[src/rtl/exti_pkg.sv]
package exti_pkg;
   typedef enum logic [1:0] {
      SENSE_LOW  = 2'b00,
      SENSE_ANY  = 2'b01,
      SENSE_FALL = 2'b10,
      SENSE_RISE = 2'b11
   } sense_e;

   localparam logic [1:0] ADDR_SENSE = 2'd0;
   localparam logic [1:0] ADDR_MASK  = 2'd1;
   localparam logic [1:0] ADDR_FLAG  = 2'd2;
endpackage

[src/rtl/exti_sync.sv]
module exti_sync #(
   parameter int STAGES = 2
) (
   input  logic clk,
   input  logic rst_n,
   input  logic d_i,
   output logic q_o
);
   generate
      if (STAGES < 2) begin : g_bad
         $error("exti_sync: STAGES must be at least 2");
      end
   endgenerate

   logic [STAGES-1:0] chain_q;

   always_ff @(posedge clk or negedge rst_n) begin
      if (!rst_n) chain_q <= '0;
      else        chain_q <= {chain_q[STAGES-2:0], d_i};
   end

   assign q_o = chain_q[STAGES-1];
endmodule

[src/rtl/exti_detect.sv]
module exti_detect
   import exti_pkg::*;
(
   input  logic   clk,
   input  logic   rst_n,
   input  logic   armed_i,
   input  logic   smp_i,
   input  sense_e mode_i,
   input  logic   clr_i,
   output logic   flag_o,
   output logic   level_o
);
   logic prev_q;
   logic flag_q;
   logic hit;

   always_ff @(posedge clk or negedge rst_n) begin
      if (!rst_n) prev_q <= 1'b0;
      else        prev_q <= smp_i;
   end

   always_comb begin
      hit = 1'b0;
      if (armed_i) begin
         unique case (mode_i)
            SENSE_LOW:  hit = 1'b0;
            SENSE_ANY:  hit = smp_i ^ prev_q;
            SENSE_FALL: hit = prev_q & ~smp_i;
            SENSE_RISE: hit = smp_i & ~prev_q;
         endcase
      end
   end

   always_ff @(posedge clk or negedge rst_n) begin
      if (!rst_n)     flag_q <= 1'b0;
      else if (hit)   flag_q <= 1'b1;
      else if (clr_i) flag_q <= 1'b0;
   end

   assign flag_o  = flag_q;
   assign level_o = (mode_i == SENSE_LOW) & ~smp_i;


   no_early_flag_chk: assert property (@(posedge clk) disable iff (!rst_n)
      !armed_i |=> !$rose(flag_q));


   level_no_latch_chk: assert property (@(posedge clk) disable iff (!rst_n)
      (mode_i == SENSE_LOW) |=> !$rose(flag_q));


   clear_empties_chk: assert property (@(posedge clk) disable iff (!rst_n)
      (clr_i && !(armed_i && mode_i != SENSE_LOW && (smp_i != prev_q))) |=> !flag_q);
endmodule

[src/rtl/exti_regs.sv]
module exti_regs
   import exti_pkg::*;
#(
   parameter int NUM_PINS = 4,
   parameter int DATA_W   = 8
) (
   input  logic                  clk,
   input  logic                  rst_n,
   input  logic                  wr_i,
   input  logic [1:0]            addr_i,
   input  logic [DATA_W-1:0]     wdata_i,
   input  logic [NUM_PINS-1:0]   flag_i,
   output logic [DATA_W-1:0]     rdata_o,
   output logic [2*NUM_PINS-1:0] sense_o,
   output logic [NUM_PINS-1:0]   mask_o,
   output logic [NUM_PINS-1:0]   w1c_o
);
   localparam int SENSE_W = 2 * NUM_PINS;

   generate
      if (SENSE_W > DATA_W) begin : g_bad
         $error("exti_regs: DATA_W too narrow for sense codes");
      end
   endgenerate

   logic [SENSE_W-1:0]  sense_q;
   logic [NUM_PINS-1:0] mask_q;

   always_ff @(posedge clk or negedge rst_n) begin
      if (!rst_n) begin
         sense_q <= '0;
         mask_q  <= '0;
      end else if (wr_i) begin
         if (addr_i == ADDR_SENSE) sense_q <= wdata_i[SENSE_W-1:0];
         if (addr_i == ADDR_MASK)  mask_q  <= wdata_i[NUM_PINS-1:0];
      end
   end

   always_comb begin
      rdata_o = '0;
      unique case (addr_i)
         ADDR_SENSE: rdata_o[SENSE_W-1:0]  = sense_q;
         ADDR_MASK:  rdata_o[NUM_PINS-1:0] = mask_q;
         ADDR_FLAG:  rdata_o[NUM_PINS-1:0] = flag_i;
         default:    rdata_o = '0;
      endcase
   end

   assign w1c_o   = (wr_i && addr_i == ADDR_FLAG) ? wdata_i[NUM_PINS-1:0] : '0;
   assign sense_o = sense_q;
   assign mask_o  = mask_q;


   sense_wr_chk: assert property (@(posedge clk) disable iff (!rst_n)
      (wr_i && addr_i == ADDR_SENSE) |=> sense_q == $past(wdata_i[SENSE_W-1:0]));
endmodule

[src/rtl/exti_sense_ctrl.sv]
module exti_sense_ctrl
   import exti_pkg::*;
#(
   parameter int NUM_PINS    = 4,
   parameter int DATA_W      = 8,
   parameter int SYNC_STAGES = 2
) (
   input  logic                clk,
   input  logic                rst_n,
   input  logic [NUM_PINS-1:0] pins_i,
   input  logic                gie_i,
   input  logic [NUM_PINS-1:0] ack_i,
   input  logic                reg_wr_i,
   input  logic [1:0]          reg_addr_i,
   input  logic [DATA_W-1:0]   reg_wdata_i,
   output logic [DATA_W-1:0]   reg_rdata_o,
   output logic [NUM_PINS-1:0] irq_o
);
   localparam int ARM_CNT = SYNC_STAGES + 1;
   localparam int ARM_W   = $clog2(ARM_CNT + 1);

   generate
      if (NUM_PINS < 1 || NUM_PINS > 8) begin : g_bad_pins
         $error("exti_sense_ctrl: NUM_PINS out of range");
      end
   endgenerate

   logic [ARM_W-1:0]      arm_cnt_q;
   logic                  armed;
   logic [2*NUM_PINS-1:0] sense;
   logic [NUM_PINS-1:0]   mask;
   logic [NUM_PINS-1:0]   w1c;
   logic [NUM_PINS-1:0]   flags;
   logic [NUM_PINS-1:0]   level;
   logic [NUM_PINS-1:0]   smp;

   always_ff @(posedge clk or negedge rst_n) begin
      if (!rst_n)      arm_cnt_q <= '0;
      else if (!armed) arm_cnt_q <= arm_cnt_q + 1'b1;
   end
   assign armed = (arm_cnt_q == ARM_W'(ARM_CNT));

   exti_regs #(.NUM_PINS(NUM_PINS), .DATA_W(DATA_W)) u_regs (
      .clk     (clk),
      .rst_n   (rst_n),
      .wr_i    (reg_wr_i),
      .addr_i  (reg_addr_i),
      .wdata_i (reg_wdata_i),
      .flag_i  (flags),
      .rdata_o (reg_rdata_o),
      .sense_o (sense),
      .mask_o  (mask),
      .w1c_o   (w1c)
   );

   for (genvar i = 0; i < NUM_PINS; i++) begin : g_pin
      sense_e mode;
      assign mode = sense_e'(sense[2*i +: 2]);

      exti_sync #(.STAGES(SYNC_STAGES)) u_sync (
         .clk   (clk),
         .rst_n (rst_n),
         .d_i   (pins_i[i]),
         .q_o   (smp[i])
      );

      exti_detect u_det (
         .clk     (clk),
         .rst_n   (rst_n),
         .armed_i (armed),
         .smp_i   (smp[i]),
         .mode_i  (mode),
         .clr_i   (w1c[i] | ack_i[i]),
         .flag_o  (flags[i]),
         .level_o (level[i])
      );

      assign irq_o[i] = gie_i & mask[i] & ((mode == SENSE_LOW) ? level[i] : flags[i]);


      irq_gate_chk: assert property (@(posedge clk) disable iff (!rst_n)
         irq_o[i] |-> (gie_i && mask[i]));


      level_req_chk: assert property (@(posedge clk) disable iff (!rst_n)
         (gie_i && mask[i] && mode == SENSE_LOW && !smp[i]) |-> irq_o[i]);
   end
endmodule

[config.mk]
export PLATFORM = sky130hd
export DESIGN_NAME = exti_sense_ctrl
export DESIGN_NICKNAME = d
export VERILOG_FILES = /design/src/rtl/exti_pkg.sv /design/src/rtl/exti_sync.sv /design/src/rtl/exti_detect.sv /design/src/rtl/exti_regs.sv /design/src/rtl/exti_sense_ctrl.sv
export SDC_FILE = /design/constraint.sdc
export NUM_CORES = 1
export LEC_CHECK = 0
export ABC_CLOCK_PERIOD_IN_PS = 1500
export CAP_MARGIN = 20
export CORE_AREA = 5 5 62 64
export DETAILED_ROUTE_END_ITERATION = 8
export DIE_AREA = 0 0 67 69
export PLACE_DENSITY_LB_ADDON = 0.15
export SLEW_MARGIN = 40
export SYNTH_ARGS = -nofsm -noshare
export SYNTH_HDL_FRONTEND = slang
export SYNTH_SLANG_ARGS = --single-unit
[constraint.sdc]
create_clock -name clk -period 1.5 [get_ports clk]
set_input_delay 0.225 -clock clk [delete_from_list [all_inputs] [get_ports clk]]
set_output_delay 0.225 -clock clk [all_outputs]
set_load 0.02 [all_outputs]
* Word level (Yosys, flattened, before mapping)
Cells that the tools add are included.
Word-level totals: bits in registers 30, word-level logic and storage cells 102
Cells by class: $add $sub $neg 1, equality and inequality tests 15, mux-type cells 23, bitwise logic cells 36, reductions and logical operators 12
Operator list (number):
- $and 1x1->1 | 20
- $eq 2x2->1 const B | 10
- $mux 1 | 16
- $pmux 1 s4 | 4
- $pmux 4 s3 | 1
- $eq 2x1->1 const B | 5
- $logic_not 2->1 | 5
- $mux 4 | 2
- $not 1->1 | 8
- $reduce_bool 2->1 | 4
- $or 1x1->1 | 4
- $reduce_and 2->1 | 2
- $xor 1x1->1 | 4
- $add 2x1->2 const B | 1
- $logic_and 1x1->1 | 1

* Logic depth before layout (Yosys ltp)
word-level depth 6, mapped depth 5, depth with buffers taken out 5

* Modules after synthesis
Synthesis repeated with hierarchy kept, for this count alone.
Unflattened totals: cell total of the unflattened synthesis 128, area, all modules 1551.5 um2
By module, submodules not included:
- exti_regs | times used 1, cells an instance 47, area an instance 628.1 um2, seq. area each 300.3 um2
- exti_detect | times used 4, cells an instance 12, area an instance 131.4 um2, seq. area each 50.0 um2
- exti_sync | times used 4, cells an instance 2, area an instance 50.0 um2, seq. area each 50.0 um2
- exti_sense_ctrl | times used 1, cells an instance 25, area an instance 197.7 um2, seq. area each 50.0 um2

* Worst setup path after synthesis
Ideal clock, no wire load.
path type register -> register, start point reg arm_cnt_q[0], end point reg g_pin[3].u_det.flag_q, setup time 126 ps, data arrival time 1233 ps, path slack 140 ps, cell stages (with the launch flop) 5, buffers on the path 1, cell sequence dfrtp_1 -> ha_1 -> clkbuf_1 -> and4b_1 -> a311o_1
On the way: word-level cells in the longest chain between the ends 3
Ends and longest elaborated chain:
- start: declaration | RTL line exti_sense_ctrl.sv:28 | logic [ARM_W-1:0] arm_cnt_q;
- start signal: assignment | RTL line exti_sense_ctrl.sv:39 | else if (!armed) arm_cnt_q <= arm_cnt_q + 1'b1;
- $eq 2x2->1 (*) | RTL line exti_sense_ctrl.sv:41 | assign armed = (arm_cnt_q == ARM_W'(ARM_CNT));
- $mux 1 (*) | RTL line exti_detect.sv:24 | if (armed_i) begin
- $mux 1 or $reduce_bool 2->1 (tied branches)
- end signal: assignment | RTL line exti_detect.sv:35 | if (!rst_n) flag_q <= 1'b0;
- end signal: assignment | RTL line exti_detect.sv:36 | else if (hit) flag_q <= 1'b1;
- end signal: assignment | RTL line exti_detect.sv:37 | else if (clr_i) flag_q <= 1'b0;
- end: declaration | RTL line exti_detect.sv:14 | logic flag_q;
Mark *: on every way between the ends. The rest lies on a longest branch, timed or not. A chain may end at the register's enable or synchronous reset.

* Final worst setup path
start point reg u_regs.sense_q[6] (netlist: u_regs.sense_o[6]), end point out irq_o[3]
On the way: word-level cells in the longest chain between the ends 4
Ends and longest elaborated chain:
- start: declaration | RTL line exti_regs.sv:26 | logic [SENSE_W-1:0] sense_q;
- start signal: assignment | RTL line exti_regs.sv:34 | if (addr_i == ADDR_SENSE) sense_q <= wdata_i[SENSE_W-1:0];
- $logic_not 2->1 (*) | RTL line exti_detect.sv:41, exti_sense_ctrl.sv:78
- $and 1x1->1 | RTL line exti_detect.sv:41 | assign level_o = (mode_i == SENSE_LOW) & ~smp_i;
- $mux 1 (*) | RTL line exti_sense_ctrl.sv:78 | assign irq_o[i] = gie_i & mask[i] & ((mode == SENSE_LOW) ? level[i] : flags[i]);
- $and 1x1->1 (*) | RTL line exti_sense_ctrl.sv:78
- end: declaration | RTL line exti_sense_ctrl.sv:17 | output logic [NUM_PINS-1:0] irq_o
Marks and branches as above.

==> out/qor.csv <==
stage,metric,value,unit
synthesis,Post-Syn Nets,155,
global_route,antenna violations before repair,0,
timing,Fin Hold WS,0.282,ns
clock_tree,root buffer cell,clkbuf_4,
floorplanning,Die Y,69,um
global_route,total gr overflow,0,
synthesis,xor-xnor portion of the synthesized cell area,0.579,%
route,DRC viols,0,
clock_tree,CTS Buffer Depth,2,
floorplanning,# rows,21,
placement,post-detail-place hpwl,2440,um
route,WL met3,161,um
timing,Layout Skew,0.00857,ns
critical_path,CP Max Fanout,4,
floorplanning,Initial Util,46.8,%
job,MaxCap Viol Count,0,
status,outcome,"finished, violations left",
timing,final setup fails,2,
synthesis,cell count after synthesis,124,
timing,top achievable clock speed,646,MHz
clock_tree,number of H-tree levels,2,
critical_path,Worst R2R Start,g_pin[0].u_sync.chain_q[1],
synthesis,Synth Area in Compound Gates,6.95,%
synthesis,sequential element share of the synthesized area,49.6,%
route,WL per Instance,14.0,um
critical_path,crit-path max cell delay,0.42,ns
synthesis,Synth Area in Adders,7.44,%
clock_tree,TritonCTS clock tree,built,
finish,Finished Layout Cells,234,
finish,ANT cells,0,
timing,Fin. Hold Viols,0,
clock_tree,hold-fix buffer count after cts,0,
pwr,"Power, Total",2160,uW
global_route,GRT Overall Usage,15.5,%
clock_tree,TritonCTS Buffers,5,
synthesis,main combinational cell family by area after synthesis,multiplexers,
global_route,global-route wire length before repair,5360,um
synthesis,multiplexer share of the synthesized area,19.4,%
critical_path,critical path class,register to primary output,
placement,count of port buffers added during placement,33,
route,wire length on met2,1630,um
critical_path,CP startpoint kind,register,
critical_path,Critical Path AT,1.32,ns
synthesis,register bit total from synthesis,30,
route,initial drt markers,31,
floorplanning,Horiz. Die Dim,67,um
floorplanning,Ports,34,
route,vias per cell,4.81,
timing,setup tns final,-0.0505,ns
global_route,vias in the first global route,1187,
route,Antenna Nets Post-Route,0,
critical_path,slowest CP cell,dfrtp_1,
synthesis,Synth Area in Simple Gates,11.6,%
finish,ratio of cells with drive above 1 in the final layout,36.2,%
clock_tree,"Reg clk slew, reported paths",0.09,ns
critical_path,R2R Setup Slk,0.07,ns
timing,RSZ-0062 raised after global routing,yes,
placement,Inst Count DP,221,
critical_path,path depth of the worst reg2reg path,4,
route,Routed WL,3290,um
route,DRT Pass-1 Iters,4,
timing,minimum clock period after layout,1.55,ns
worst_hold_path,worst min path class,input port to async pin,
critical_path,crit path from,u_regs.sense_o[6],
critical_path,CP Cell Sequence,o21ai_1 -> o31ai_1 -> and3_1 -> buf_6,
pwr,Power Density,1010,nW/um2
finish,# fillers,268,
finish,most frequent cells in the layout,"dfrtp_1, buf_4, clkdlybuf4s50_1",
timing,Worst slew margin,74.9,%
timing,Final Worst Setup Slack,-0.0484,ns
timing,fin. max-slew vios,0,
finish,"most common cell after layout, fill and taps aside",dfrtp_1,
placement,RD Place Congestion,0.791,
route,DR vias,1126,
synthesis,Ys Warns,0,
synthesis,Syn Area/Cell,12.2,um2
clock_tree,clock latency on the worst-skew pair,0.33,ns
timing,Worst-Margin Slew,0.377,ns
clock_tree,clk sinks,30,
critical_path,CP required,1.27,ns
global_route,largest net degree at the start of global routing,31,
pwr,Peak VDD IR,0.601,mV
floorplanning,Core Area,3230,um2
finish,Area Growth Syn to Fin,40.7,%
synthesis,Yosys cell types,27,
route,WL met1,1440,um
placement,dpl ws,-0.553,ns
pwr,P_leak,0.00105,uW
floorplanning,die area,4620,um2
finish,Layout Nets,219,
critical_path,critical path endpoint category,primary output,
timing,fin crit share,103,%
status,failing checks,negative setup slack,
route,max layer used,met4,
synthesis,post-synthesis cell area,1510,um2
[worst max-delay path, delay by kind of cell, from the launching register on]
kind | cells | cell delay [ns]
AOI/OAI and AO/OA | 2 | 0.26
and+or+nand+nor | 1 | 0.19
DFF | 1 | 0.42
buffers and inverters | 1 | 0.13
[stage by stage]
step	utilization [%]	cell area, um2
floorplan	-	1510
global placement	62.9	2030
detailed placement	62.9	2030
CTS	63.3	2050
global route	65.9	2130
finish	65.9	2130
[where the power goes]
group,leakage [uW],internal (uW),switching (uW)
logic,0.000676,430,285
clock network,0.0000254,176,258
registers,0.000349,916,91.4
[cell families after synthesis]
family                   after synthesis
AO/OA/AOI/OAI                         15
XOR/XNOR                               1
adder cells (fa/ha/maj)                9
buffers and inverters                 14
flip-flops                            30
multiplexers                          23
AND/OR/NAND/NOR                       32
[final timing paths]
check | endpoint
worst max-delay path | irq_o[3]
worst min-delay path | g_pin[2].u_det.prev_q
worst max register to register | g_pin[0].u_det.flag_o
worst min register to register | g_pin[2].u_sync.chain_q[1]
max in group asynchronous | u_regs.sense_o[7]
min in group clk | g_pin[0].u_sync.chain_q[0]
[layer usage]
metal  global-route usage, %  up-vias
li1                        -      552
met4                    6.08        0
met5                       0        -
met3                    5.68        6
met2                    24.2       22
met1                    19.0      546
[state kept, by name, indices dropped and copies added, names as in the netlist]
| name | cells |
|---|---|
| arm_cnt_q | 2 |
| g_pin.u_det.flag_o | 4 |
| g_pin.u_det.prev_q | 4 |
| g_pin.u_sync.chain_q | 8 |
| u_regs.mask_o | 4 |
| u_regs.sense_o | 8 |
[synthesized netlist by cell type]
cell / n / share of area, %
a211oi_1: 3 / 1.5
a21oi_1: 2 / 0.66
a311o_1: 2 / 1.3
a32o_1: 2 / 1.3
and2_1: 4 / 1.7
and2_4: 1 / 0.58
and3_1: 1 / 0.41
and3b_1: 1 / 0.58
and4b_1: 1 / 0.66
buf_6: 2 / 1.5
clkbuf_1: 1 / 0.25
dfrtp_1: 30 / 50
ha_1: 9 / 7.4
inv_1: 11 / 2.7
mux2_2: 2 / 1.5
mux2_4: 12 / 12
mux2i_1: 9 / 6.0
nand2_1: 10 / 2.5
nand2_2: 1 / 0.41
nand2b_1: 4 / 1.7
nor2_1: 6 / 1.5
nor2_2: 1 / 0.41
nor2b_4: 1 / 0.91
nor3_1: 1 / 0.33
o21ai_0: 5 / 1.7
o31ai_1: 1 / 0.50
xnor2_1: 1 / 0.58
[layout make-up]
class	instances	area, um2	share of cell area [%]
clock buffer	7	45.0	2.12
inverter	11	41.3	1.94
multi-input combinational	80	722	33.9
sequential	30	751	35.3
tap	46	57.6	2.70
timing repair buffer	60	512	24.0
[repair_timing]
item | CTS | global route
endpoints found under the setup margin | 12 | 8
buffers inserted | 1 | 6
gates cloned | 0 | 0
pin swaps | 8 | 6
resized for setup | 72 | 12
No activity file was read; power rests on OpenSTA's default activity.
